**config.mk**
```make
export PLATFORM = sky130hd
export DESIGN_NAME = dfw_node
export DESIGN_NICKNAME = d
export VERILOG_FILES = /design/src/rtl/dfw_pkg.sv /design/src/rtl/dfw_fifo.sv /design/src/rtl/dfw_core.sv /design/src/rtl/dfw_node.sv
export SDC_FILE = /design/constraint.sdc
export NUM_CORES = 1
export LEC_CHECK = 0
export ABC_AREA = 1
export BUFFER_PORTS_ARGS = -buffer_cell sky130_fd_sc_hd__buf_4
export CAP_MARGIN = 10
export CORE_MARGIN = 3
export CORE_UTILIZATION = 65
export CTS_CLUSTER_DIAMETER = 40
export DETAILED_ROUTE_END_ITERATION = 7
export PLACE_DENSITY = 0.84
export SYNTH_ARGS = -nofsm -noshare
export SYNTH_HDL_FRONTEND = slang
export SYNTH_SLANG_ARGS = --single-unit
```
**constraint.sdc**
```tcl
create_clock -name clk -period 4.8 [get_ports clk]
set_clock_uncertainty 0.1 [all_clocks]
set_input_delay 0.24 -clock clk [delete_from_list [all_inputs] [get_ports clk]]
set_output_delay 0.24 -clock clk [all_outputs]
set_load 0.01 [all_outputs]
```
**src/rtl/dfw_pkg.sv**
```systemverilog
package dfw_pkg;
  localparam int unsigned DW = 8;
  typedef logic [DW-1:0] word_t;

  // Result of the c output for one model cycle
  function automatic word_t c_value(word_t a, word_t b, word_t s);
    return a + b + s;
  endfunction

  // Next state after a model cycle
  function automatic word_t s_next(word_t a, word_t b, word_t s);
    return s ^ a ^ b;
  endfunction
endpackage

```
**src/rtl/dfw_fifo.sv**
```systemverilog
module dfw_fifo #(
  parameter int unsigned W     = 8,
  parameter int unsigned DEPTH = 4   // power of two, at least 2
) (
  input  logic         clk,
  input  logic         rst_n,
  input  logic         push,
  input  logic [W-1:0] push_data,
  output logic         full,
  input  logic         pop,
  output logic [W-1:0] head,
  output logic         nonempty
);
  localparam int unsigned AW = $clog2(DEPTH);
  localparam logic [AW:0] CNT_MAX = (AW+1)'(DEPTH);

  logic [W-1:0]  mem [DEPTH];
  logic [AW-1:0] wr_ptr, rd_ptr;
  logic [AW:0]   count;

  assign full     = (count == CNT_MAX);
  assign nonempty = (count != '0);
  assign head     = mem[rd_ptr];

  always_ff @(posedge clk) begin
    if (!rst_n) begin
      wr_ptr <= '0;
      rd_ptr <= '0;
      count  <= '0;
    end else begin
      if (push) begin
        mem[wr_ptr] <= push_data;
        wr_ptr      <= wr_ptr + 1'b1;
      end
      if (pop) rd_ptr <= rd_ptr + 1'b1;
      count <= count + {{AW{1'b0}}, push} - {{AW{1'b0}}, pop};
    end
  end
endmodule

```
**src/rtl/dfw_core.sv**
```systemverilog
module dfw_core
  import dfw_pkg::*;
(
  input  logic  clk,
  input  logic  rst_n,
  input  word_t a_head,
  input  logic  a_ne,
  input  word_t b_head,
  input  logic  b_ne,
  input  logic  c_full,
  input  logic  d_full,
  output logic  fire_c,
  output word_t c_word,
  output logic  fire_d,
  output word_t d_word,
  output logic  finish,
  output logic  done_c,
  output logic  done_d,
  output word_t s_q
);
  // Each output watches only its own dependency set
  assign fire_c = a_ne && b_ne && !c_full && !done_c;
  assign fire_d = b_ne && !d_full && !done_d;
  assign finish = done_c && done_d;

  assign c_word = c_value(a_head, b_head, s_q);
  assign d_word = b_head;

  always_ff @(posedge clk) begin
    if (!rst_n) begin
      done_c <= 1'b0;
      done_d <= 1'b0;
    end else if (finish) begin
      done_c <= 1'b0;
      done_d <= 1'b0;
    end else begin
      if (fire_c) done_c <= 1'b1;
      if (fire_d) done_d <= 1'b1;
    end
  end

  // State loads only on the finish enable
  always_ff @(posedge clk) begin
    if (!rst_n)      s_q <= '0;
    else if (finish) s_q <= s_next(a_head, b_head, s_q);
  end
endmodule

```
**src/rtl/dfw_node.sv**
```systemverilog
module dfw_node #(
  parameter int unsigned IN_DEPTH  = 4,
  parameter int unsigned OUT_DEPTH = 4
) (
  input  logic                   clk,
  input  logic                   rst_n,
  input  logic                   a_valid,
  output logic                   a_ready,
  input  logic [dfw_pkg::DW-1:0] a_data,
  input  logic                   b_valid,
  output logic                   b_ready,
  input  logic [dfw_pkg::DW-1:0] b_data,
  output logic                   c_valid,
  input  logic                   c_ready,
  output logic [dfw_pkg::DW-1:0] c_data,
  output logic                   d_valid,
  input  logic                   d_ready,
  output logic [dfw_pkg::DW-1:0] d_data
);
  import dfw_pkg::*;
  localparam int unsigned N_IN  = 2;
  localparam int unsigned N_OUT = 2;

  logic [N_IN-1:0]  in_vld, in_full, in_ne;
  word_t            in_dat  [N_IN];
  word_t            in_head [N_IN];
  logic [N_OUT-1:0] out_push, out_full, out_vld, out_rdy;
  word_t            out_word [N_OUT];
  word_t            out_head [N_OUT];

  // Named internal events for the checker
  logic  fire_c, fire_d, finish, done_c, done_d, a_ne, b_ne;
  word_t s_q, c_word, d_word;

  assign in_vld    = {b_valid, a_valid};
  assign in_dat[0] = a_data;
  assign in_dat[1] = b_data;
  assign a_ready   = !in_full[0];
  assign b_ready   = !in_full[1];
  assign a_ne      = in_ne[0];
  assign b_ne      = in_ne[1];

  for (genvar k = 0; k < N_IN; k++) begin : g_in
    dfw_fifo #(.W(DW), .DEPTH(IN_DEPTH)) u_q (
      .clk       (clk),
      .rst_n     (rst_n),
      .push      (in_vld[k] && !in_full[k]),
      .push_data (in_dat[k]),
      .full      (in_full[k]),
      .pop       (finish),
      .head      (in_head[k]),
      .nonempty  (in_ne[k])
    );
  end

  dfw_core u_core (
    .clk    (clk),
    .rst_n  (rst_n),
    .a_head (in_head[0]),
    .a_ne   (a_ne),
    .b_head (in_head[1]),
    .b_ne   (b_ne),
    .c_full (out_full[0]),
    .d_full (out_full[1]),
    .fire_c (fire_c),
    .c_word (c_word),
    .fire_d (fire_d),
    .d_word (d_word),
    .finish (finish),
    .done_c (done_c),
    .done_d (done_d),
    .s_q    (s_q)
  );

  assign out_push    = {fire_d, fire_c};
  assign out_word[0] = c_word;
  assign out_word[1] = d_word;
  assign out_rdy     = {d_ready, c_ready};

  for (genvar k = 0; k < N_OUT; k++) begin : g_out
    dfw_fifo #(.W(DW), .DEPTH(OUT_DEPTH)) u_q (
      .clk       (clk),
      .rst_n     (rst_n),
      .push      (out_push[k]),
      .push_data (out_word[k]),
      .full      (out_full[k]),
      .pop       (out_vld[k] && out_rdy[k]),
      .head      (out_head[k]),
      .nonempty  (out_vld[k])
    );
  end

  assign c_valid = out_vld[0];
  assign c_data  = out_head[0];
  assign d_valid = out_vld[1];
  assign d_data  = out_head[1];
endmodule

```
==> impl_metrics.csv, run 1 <==
group,metric,value,unit
floorplan,rows,38,
timing,setup_viol_count_final,0,
power,power_frac_comb,25.0,%
synthesis,synth_warnings,0,
setup_path,cp_data_required_time,4.86,ns
place,portBuffers,41,
finish,final_cell_mix,"edfxtp_1 (128), inv_1 (98), nand2_1 (84)",
synthesis,syn-num-nets,705,
setup_path,critical_path_class,"register to register",
setup_path,crit_arrival,4.00,ns
setup_path,cp_top_family,"adder cells",
synthesis,synth_ff_type,"edfxtp_1",
detailed_routing,viasPerCell,5.69,
setup_path,cp-start-kind,"register",
cts,htreeDepth,4,
global_routing,grt_start_max_net_pins,34,
power,pwr-share-clk,31.2,%
timing,report.final.slew_viol_count,0,
setup_path,critPathBufInv,3,
power,switching_share,30.6,%
synthesis,synth_area_per_cell,11.6,um2
power,p_seq_share,43.8,%
run,maxCapViolations,0,
synthesis,ys_types,32,
detailed_routing,antenna_left,0,
power,power.total,0.00457,W
floorplan,core-area,11000,um2
power,p_leak,3.44,nW
setup_path,r2r_slack,0.86,ns
finish,nNetsFinal,765,
finish,layout-drive-gt1-share,11.6,%
cts,cts_resized,0,
timing,timing.final.crit_share,82.1,%
cts,cts_tree,"built",
cts,clk_pin_slew,0.06,ns
timing,worstMarginPinSlew,0.850,ns
synthesis,postSynthCellCount,641,
detailed_routing,wirelength,15.3,mm
finish,fillers,629,
detailed_routing,vias,4862,
power,power.density,532,nW/um2
synthesis,synthArstFlopShare,0,%
floorplan,die_w,113,um
detailed_routing,drc,0,
timing,rsz0062_at_grt,"no",
setup_path,cp_max_fo,17,
setup_path,cp_slowest_stage_delay,0.79,ns
worst_hold_path,hold_class,"primary input to register",
floorplan,dieArea,12700,um2
detailed_routing,first_pass_iters,5,
finish,layout_commonest_cell,"edfxtp_1",
timing,layout_min_cycle_time,3.94,ns
status,status,"completed",
place,gp_congestion,0.849,
synthesis,synth_seq_cells,174,
synthesis,syn_area,7410,um2
global_routing,grt_pass1_vias,4880,
timing,slew_headroom,43.1,%
power,net-switching-power,0.00140,W
finish,fin_util,78.3,%
synthesis,synth-seq-area-share,64.3,%
power,internal-power,0.00317,W
timing,setup_tns,0,ns
global_routing,antenna_found_initial,0,
cts,cts_buffers,17,
cts,clockBufferDepth,2,
finish,antenna_cells,0,
setup_path,cp_slowest_cell,"dfxtp_1",
timing,hold_viol_final,0,
cts,clkSinkCount,174,
detailed_routing,wl_per_cell,17.9,um
cts,root_buffer,"clkbuf_16",
global_routing,grt_usage,25.5,%
floorplan,top_level_ports,42,
setup_path,end_kind,"register",
place,placed_area,7800,um2
finish,syn2layout_area_growth,16.0,%
setup_path,cpMostUsedCell,"nand2_1",
finish,final_area,8590,um2
synthesis,synth_edf_count,128,
power,ir_worst_vdd,0.340,mV
place,hpwl,9.74,mm
global_routing,grt_overflow,0,
floorplan,start_util,67.5,%
floorplan,die_h,113,um
timing,fmax,0.254,GHz
global_routing,grt_pass1_wl,24.7,mm
detailed_routing,drt-initial-drc-count,522,
setup_path,path_cells,"nand2_1, a32oi_1, inv_1, fa_1, inv_1, ha_1, fa_1, nand3_1, nand3_1, nand2_1, nand2_1, a21oi_1, inv_1, nand3_1, nand2_1",
cts,clkLatencyLatePin,0.43,ns
-- power groups by stage --
stage | Clock (W) | Combinational, W | Sequential [W]
finish | 0.00143 | 0.00114 | 0.00200
global route | 0.00149 | 0.00129 | 0.00202
CTS | 0.00143 | 0.00114 | 0.00200
detailed placement | 0 | 0.00111 | 0.00203
global placement | 0 | 0.00103 | 0.00201
floorplan | 0 | 0.000769 | 0.00198
-- registers in the layout, summed over array words and instances (netlist names), named ones only --
register          count
g_out.u_q.wr_ptr      4
u_core.done_d         1
g_in.u_q.rd_ptr       4
g_out.u_q.rd_ptr      4
g_in.u_q.mem         64
g_in.u_q.wr_ptr       4
u_core.s_q            8
g_in.u_q.count        6
u_core.done_c         1
g_out.u_q.count       6
g_out.u_q.mem        64
-- area by class of cell --
class | instances | area (um2) | area share [%]
Clock buffer | 26 | 563 | 6.55
Clock inverter | 6 | 67.6 | 0.786
Inverter | 101 | 400 | 4.66
Multi-Input combinational cell | 350 | 2160 | 25.1
Sequential cell | 174 | 4760 | 55.4
Tap cell | 140 | 175 | 2.04
Timing Repair Buffer | 57 | 468 | 5.44
-- worst paths after layout --
kind / start / end / cells past startpoint
worst max register to register: register / g_out[0].u_q.mem[3][7] / 15
worst max-delay path: register / g_out[0].u_q.mem[3][7] / 15
worst min-delay path: a_valid / g_in[0].u_q.wr_ptr[1] / 3
worst min register to register: g_in[0].u_q.rd_ptr[1] / register / 2
-- synthesized netlist by cell type (4+ instances only) --
cell type | number | area, um2
o22ai_1 | 23 | 144
nor2_1 | 58 | 218
edfxtp_1 | 128 | 3840
a32o_1 | 7 | 70.1
a21oi_1 | 40 | 200
nand2_1 | 84 | 315
buf_2 | 9 | 45.0
o21ai_0 | 48 | 240
ha_1 | 30 | 375
xnor2_1 | 4 | 35.0
dfxtp_1 | 46 | 921
fa_1 | 12 | 240
inv_1 | 98 | 368
nand3_1 | 16 | 80.1
a32oi_1 | 7 | 61.3
xor2_1 | 6 | 52.6
-- cell families after synthesis --
kind of cell             after synthesis  share of synthesized area [%]
flip-flops                           174                           64.3
AND/OR/NAND/NOR                      171                           9.81
AO/OA/AOI/OAI                        127                           9.79
buffers and inverters                117                           6.62
adder cells (fa/ha/maj)               42                           8.31
XOR/XNOR                              10                           1.18
-- worst register-to-register path, cell delays in order, from the launching register on --
cell     delay (ns)
dfxtp_1        0.79
nand2_1        0.18
a32oi_1        0.49
inv_1          0.14
fa_1           0.58
inv_1          0.05
ha_1           0.22
fa_1           0.41
nand3_1        0.12
nand3_1        0.10
nand2_1        0.08
nand2_1        0.05
a21oi_1        0.16
inv_1          0.06
nand3_1        0.07
nand2_1        0.09
-- routing by layer --
layer	global-route usage, %	wire [um]	vias up
li1	-	-	2304
met1	31.8	6010	2324
met2	43.4	7850	190
met3	5.94	1000	44
met4	10.5	459	0
met5	0	0	-
-- metrics by stage --
| step | hold WS [ns] | worst slack [ns] | std cells |
|---|---|---|---|
| 6_report | 0.0810 | 0.860 | 854 |
| 5_1_grt | 0.112 | 0.624 | 854 |
| 4_1_cts | 0.0682 | 0.978 | 854 |
| 3_5_place_dp | 0.345 | 1.03 | 806 |
| 3_3_place_gp | 0.339 | 1.25 | 806 |
| 2_1_floorplan | 0.239 | 1.57 | 641 |
-- what timing repair did --
action | 4_1_cts | 5_1_grt
hold endpoints to repair | 64 | 0
buffers inserted | 0 | 0
hold buffers | 16 | 0
(Power assumes the default switching activity.)
==> run 2, diff against run 1 <==
Settings changed: CORE_UTILIZATION 65 to 55, PLACE_DENSITY 0.84 to 0.76.
Clock period 4.8 ns to 3.5 ns, I/O delays scaled along.
==> impl_metrics.csv, run 2 (synthesized netlist as in run 1, its figures left out) <==
group,metric,value,unit
timing,rsz0062_at_grt,"no",
place,hpwl,9.42,mm
power,power.density,714,nW/um2
place,gp_congestion,0.813,
floorplan,core-area,12900,um2
detailed_routing,first_pass_iters,5,
finish,reg_top3,"g_in.u_q.mem: 64 flops, g_out.u_q.mem: 64 flops, u_core.s_q: 8 flops",
global_routing,grt_pass1_vias,4578,
setup_path,crit_arrival,3.30,ns
cts,clkSinkCount,174,
finish,nNetsFinal,779,
finish,syn2layout_area_growth,18.2,%
power,ir_worst_vdd,0.333,mV
global_routing,grtUsageMet2,33.3,%
timing,fmax,0.307,GHz
cts,root_buffer,"clkbuf_16",
detailed_routing,vias,4683,
floorplan,dieArea,14900,um2
run,maxCapViolations,0,
setup_path,cp_data_required_time,3.55,ns
timing,hold_viol_final,0,
cts,clockBufferDepth,2,
worst_hold_path,hp-start,"b_valid",
finish,final_cell_mix,"edfxtp_1 (128), inv_1 (97), nand2_1 (84)",
setup_path,path_cells,"buf_4, nand2_1, a32oi_1, inv_1, fa_1, inv_1, fa_1, nand3_1, nand3_1, nand2_1, nand2_1, a21oi_1, inv_1, nand3_1, nand2_1",
detailed_routing,wirelength,13.9,mm
finish,instances_no_fill,900,
floorplan,top_level_ports,42,
worst_hold_path,worst_hold_path.endpoint,"g_in[1].u_q.wr_ptr[1]",
setup_path,cp-start-kind,"register",
timing,worstMarginPinSlew,0.819,ns
global_routing,top_usage_layer,"met2",
power,p_leak,3.49,nW
timing,slew_headroom,45.2,%
timing,report.final.slew_viol_count,0,
worst_hold_path,hold_class,"primary input to register",
power,power_frac_comb,24.9,%
setup_path,critical_path_class,"register to register",
detailed_routing,viasPerCell,5.20,
timing,timing.final.crit_share,93.0,%
power,p_seq_share,43.7,%
setup_path,timing.rr.end,"g_out[0].u_q.mem[2][7]",
status,status,"completed",
cts,cts_tree,"built",
worst_hold_path,hold_depth,3,
global_routing,grt_overflow,0,
place,portBuffers,41,
finish,layout-drive-gt1-share,14.0,%
detailed_routing,drt-initial-drc-count,377,
power,net-switching-power,0.00186,W
setup_path,cp_slowest_cell,"fa_1",
timing,setup_viol_count_final,0,
timing,layout_min_cycle_time,3.26,ns
detailed_routing,drc,0,
setup_path,r2r_slack,0.24,ns
power,pwr-share-clk,31.5,%
global_routing,grt_use_met3,4.27,%
global_routing,antenna_found_initial,0,
global_routing,grt_pass1_wl,22.2,mm
power,internal-power,0.00439,W
detailed_routing,antenna_left,0,
global_routing,grt_start_max_net_pins,34,
timing,setup_tns,0,ns
setup_path,cp_slowest_stage_delay,0.57,ns
global_routing,grt_util_met1,24.9,%
cts,clkLatencyLatePin,0.43,ns
floorplan,die_w,122,um
power,power.total,0.00626,W
finish,antenna_cells,0,
floorplan,rows,41,
floorplan,start_util,57.6,%
setup_path,cpMostUsedCell,"nand2_1",
cts,htreeDepth,4,
timing,hold_ws,0.0267,ns
setup_path,end_kind,"register",
setup_path,r2r_cells,15,
power,switching_share,29.8,%
cts,clk_pin_slew,0.06,ns
place,dpl.cell_count,845,
detailed_routing,wl_per_cell,15.4,um
floorplan,die_h,122,um
global_routing,grt_usage,19.7,%
setup_path,cp_max_fo,12,
finish,layout_commonest_cell,"edfxtp_1",
cts,cts_buffers,17,
run 2: critical path, delay by kind of cell (launching register included):
kind	cells	cell delay (ns)
adder cells (fa/ha/maj)	2	1.03
buffers and inverters	4	0.44
AO/OA/AOI/OAI	2	0.42
AND/OR/NAND/NOR	7	0.56
flip-flops	1	0.41
run 2: worst max path at each step:
| stage | from | end | slack [ns] |
|---|---|---|---|
| 2_1_floorplan | register | g_out[0].u_q.mem[0][7] | 0.27 |
| 3_3_place_gp | register | g_out[0].u_q.mem[2][7] | 0.30 |
| 3_5_place_dp | register | g_out[0].u_q.mem[2][7] | 0.13 |
| 4_1_cts | register | g_out[0].u_q.mem[2][7] | 0.1 |
| 5_1_grt | register | g_out[0].u_q.mem[2][7] | 0.002 |
| 6_report | register | g_out[0].u_q.mem[2][7] | 0.24 |
run 2: layout make-up:
cell class,count,area [um2]
Clock buffer,19,443
Timing Repair Buffer,71,576
Inverter,101,407
Fill cell,930,4120
Tap cell,172,215
Multi-Input combinational cell,350,2160
Sequential cell,174,4770
Clock inverter,13,189
run 2: repair_timing:
| item | in CTS | in global routing |
|---|---|---|
| setup endpoints to repair | 0 | 4 |
| setup buffers | 0 | 6 |
| hold endpoints to repair | 66 | 0 |
| gates resized for setup | 0 | 5 |
| hold buffers | 17 | 0 |
run 2: routing by layer:
metal  vias up  wire (um)
met2       117       6850
met4         0        274
met5         -          0
met1      2207       6180
li1       2335          -
met3        24        581
run 2: power by group through the flow:
stage | combinational, W | clock (W) | sequential (W)
2_1_floorplan | 0.00105 | 0 | 0.00271
3_3_place_gp | 0.00146 | 0 | 0.00276
3_5_place_dp | 0.00153 | 0 | 0.00278
4_1_cts | 0.00156 | 0.00199 | 0.00273
5_1_grt | 0.00177 | 0.00209 | 0.00276
6_report | 0.00156 | 0.00197 | 0.00273
run 2: metrics by stage:
step	worst slack (ns)	util [%]	instance area [um2]
final	0.244	68.0	8760
after global routing	0.00240	68.0	8760
after CTS	0.0999	67.6	8700
after detailed placement	0.133	61.3	7900
after global placement	0.300	61.3	7900
after floorplan	0.272	-	7410
==> run 3, diff against run 2 <==
Settings changed: CORE_ASPECT_RATIO set to 0.6.
==> impl_metrics.csv, run 3 (synthesized netlist as in run 1, its figures left out) <==
group,metric,value,unit
status,status,"completed",
power,switching_share,30.6,%
setup_path,critical_path_class,"register to register",
global_routing,grt_usage,21.3,%
setup_path,cp_max_fo,11,
global_routing,grt_pass1_vias,4696,
detailed_routing,wl_per_cell,17.1,um
finish,antenna_cells,0,
timing,hold_viol_final,0,
finish,fillers,907,
worst_hold_path,hp-start,"b_valid",
cts,cts_tree,"built",
power,p_leak,3.46,nW
floorplan,die_w,156,um
power,power.density,714,nW/um2
cts,cts_buffers,17,
timing,setup_tns,0,ns
setup_path,end_kind,"register",
timing,rsz0062_at_grt,"no",
finish,syn2layout_area_growth,17.0,%
global_routing,grt_start_max_net_pins,34,
finish,nNetsFinal,775,
cts,clockBufferDepth,2,
run,maxCapViolations,0,
timing,report.final.slew_viol_count,0,
power,p_seq_share,43.9,%
finish,layout_commonest_cell,"edfxtp_1",
setup_path,timing.rr.end,"g_out[0].u_q.mem[1][7]",
cts,htreeDepth,4,
cts,clkSinkCount,174,
power,net-switching-power,0.00189,W
detailed_routing,antenna_left,0,
detailed_routing,first_pass_iters,4,
timing,layout_min_cycle_time,3.30,ns
finish,reg_top3,"g_in.u_q.mem: 64 flops, g_out.u_q.mem: 64 flops, u_core.s_q: 8 flops",
setup_path,cp_data_required_time,3.55,ns
detailed_routing,met2_length,6.87,mm
timing,setup_viol_count_final,0,
setup_path,cp-start-kind,"register",
power,pwr-share-clk,29.9,%
cts,clkLatencyLatePin,0.42,ns
timing,slew_headroom,32.8,%
detailed_routing,drt-initial-drc-count,425,
detailed_routing,viasPerCell,5.44,
power,internal-power,0.00430,W
cts,clk_pin_slew,0.06,ns
power,power_frac_comb,26.2,%
setup_path,cp_slowest_stage_delay,0.52,ns
floorplan,core-area,13000,um2
setup_path,r2r_slack,0.20,ns
global_routing,antenna_found_initial,0,
setup_path,cp_slowest_cell,"fa_1",
detailed_routing,dr.max_layer_used,"met4",
detailed_routing,wirelength,15.2,mm
floorplan,top_level_ports,42,
timing,worstMarginPinSlew,1.00,ns
place,portBuffers,41,
finish,layout-drive-gt1-share,13.5,%
worst_hold_path,worst_hold_path.endpoint,"g_in[1].u_q.wr_ptr[1]",
finish,final_cell_mix,"edfxtp_1 (128), inv_1 (98), nand2_1 (84)",
setup_path,r2r_cells,15,
timing,fmax,0.303,GHz
timing,hold_ws,0.0254,ns
place,gp_congestion,0.961,
floorplan,rows,32,
floorplan,start_util,57.0,%
detailed_routing,met1_length,7.10,mm
detailed_routing,vias,4843,
worst_hold_path,hold_depth,3,
global_routing,grt_overflow,0,
setup_path,path_cells,"inv_1, a21oi_1, a32o_1, fa_1, inv_1, ha_1, fa_1, nand3_1, nand3_1, nand2_1, nand2_1, a21oi_2, inv_1, nand3_1, nand2_1",
worst_hold_path,hold_class,"primary input to register",
floorplan,dieArea,14900,um2
place,hpwl,10.7,mm
setup_path,crit_arrival,3.35,ns
timing,timing.final.crit_share,94.4,%
floorplan,die_h,95.9,um
global_routing,grt_pass1_wl,23.9,mm
detailed_routing,drc,0,
power,ir_worst_vdd,0.435,mV
cts,root_buffer,"clkbuf_16",
detailed_routing,met3_length,1.06,mm
## run 3: layout make-up
class,count,area [um2],area share (%)
inverter,101,400,4.62
tap,170,213,2.45
multi-input combinational,350,2170,25.1
timing repair buffer,67,543,6.26
clock inverter,11,145,1.67
sequential,174,4770,55.0
clock buffer,18,429,4.95
## run 3: timing repair
item,in CTS,in global routing
hold endpoints to repair,64,0
endpoints found under the setup margin,0,12
resized for setup,0,5
setup buffers,0,0
hold buffers,16,0
## run 3: worst max-delay path: cells and delay by family, from the launching register on
family | cells | cell delay (ns)
AOI/OAI and AO/OA | 3 | 0.49
DFF | 1 | 0.33
buffers and inverters | 3 | 0.41
and+or+nand+nor | 6 | 0.55
adders and majority gates | 3 | 1.17
## run 3: per-stage QoR
step / utilization [%] / total power [W] / std cells / cell area, um2 / worst slack (ns)
6_report: 66.6 / 0.00620 / 891 / 8670 / 0.197
3_3_place_gp: 60.8 / 0.00423 / 846 / 7920 / 0.251
3_5_place_dp: 60.8 / 0.00434 / 846 / 7920 / 0.146
5_1_grt: 66.6 / 0.00653 / 891 / 8670 / 0.0161
4_1_cts: 66.5 / 0.00621 / 891 / 8650 / 0.0884
2_1_floorplan: - / 0.00376 / 641 / 7410 / 0.272
## run 3: power by group through the flow
stage                     clock [W]  sequential, W  combinational [W]
final                       0.00185        0.00272            0.00162
after global routing        0.00196        0.00275            0.00182
after CTS                   0.00187        0.00272            0.00162
after detailed placement          0        0.00276            0.00158
after global placement            0        0.00275            0.00148
after floorplan                   0        0.00271            0.00105
## run 3: worst max path at each step
| stage | startpoint | endpoint | cells past startpoint |
|---|---|---|---|
| after floorplan | register | g_out[0].u_q.mem[0][7] | 16 |
| after global placement | register | g_out[0].u_q.mem[0][7] | 15 |
| after detailed placement | register | g_out[0].u_q.mem[3][7] | 15 |
| after CTS | register | g_out[0].u_q.mem[1][7] | 15 |
| after global routing | register | g_out[0].u_q.mem[1][7] | 16 |
| final | register | g_out[0].u_q.mem[1][7] | 15 |
## run 3: layer usage
layer  track usage (%)  vias up
li1                  -     2326
met1              30.8     2326
met2              32.8      172
met3              4.94       19
met4              6.17        0
met5                 0        -
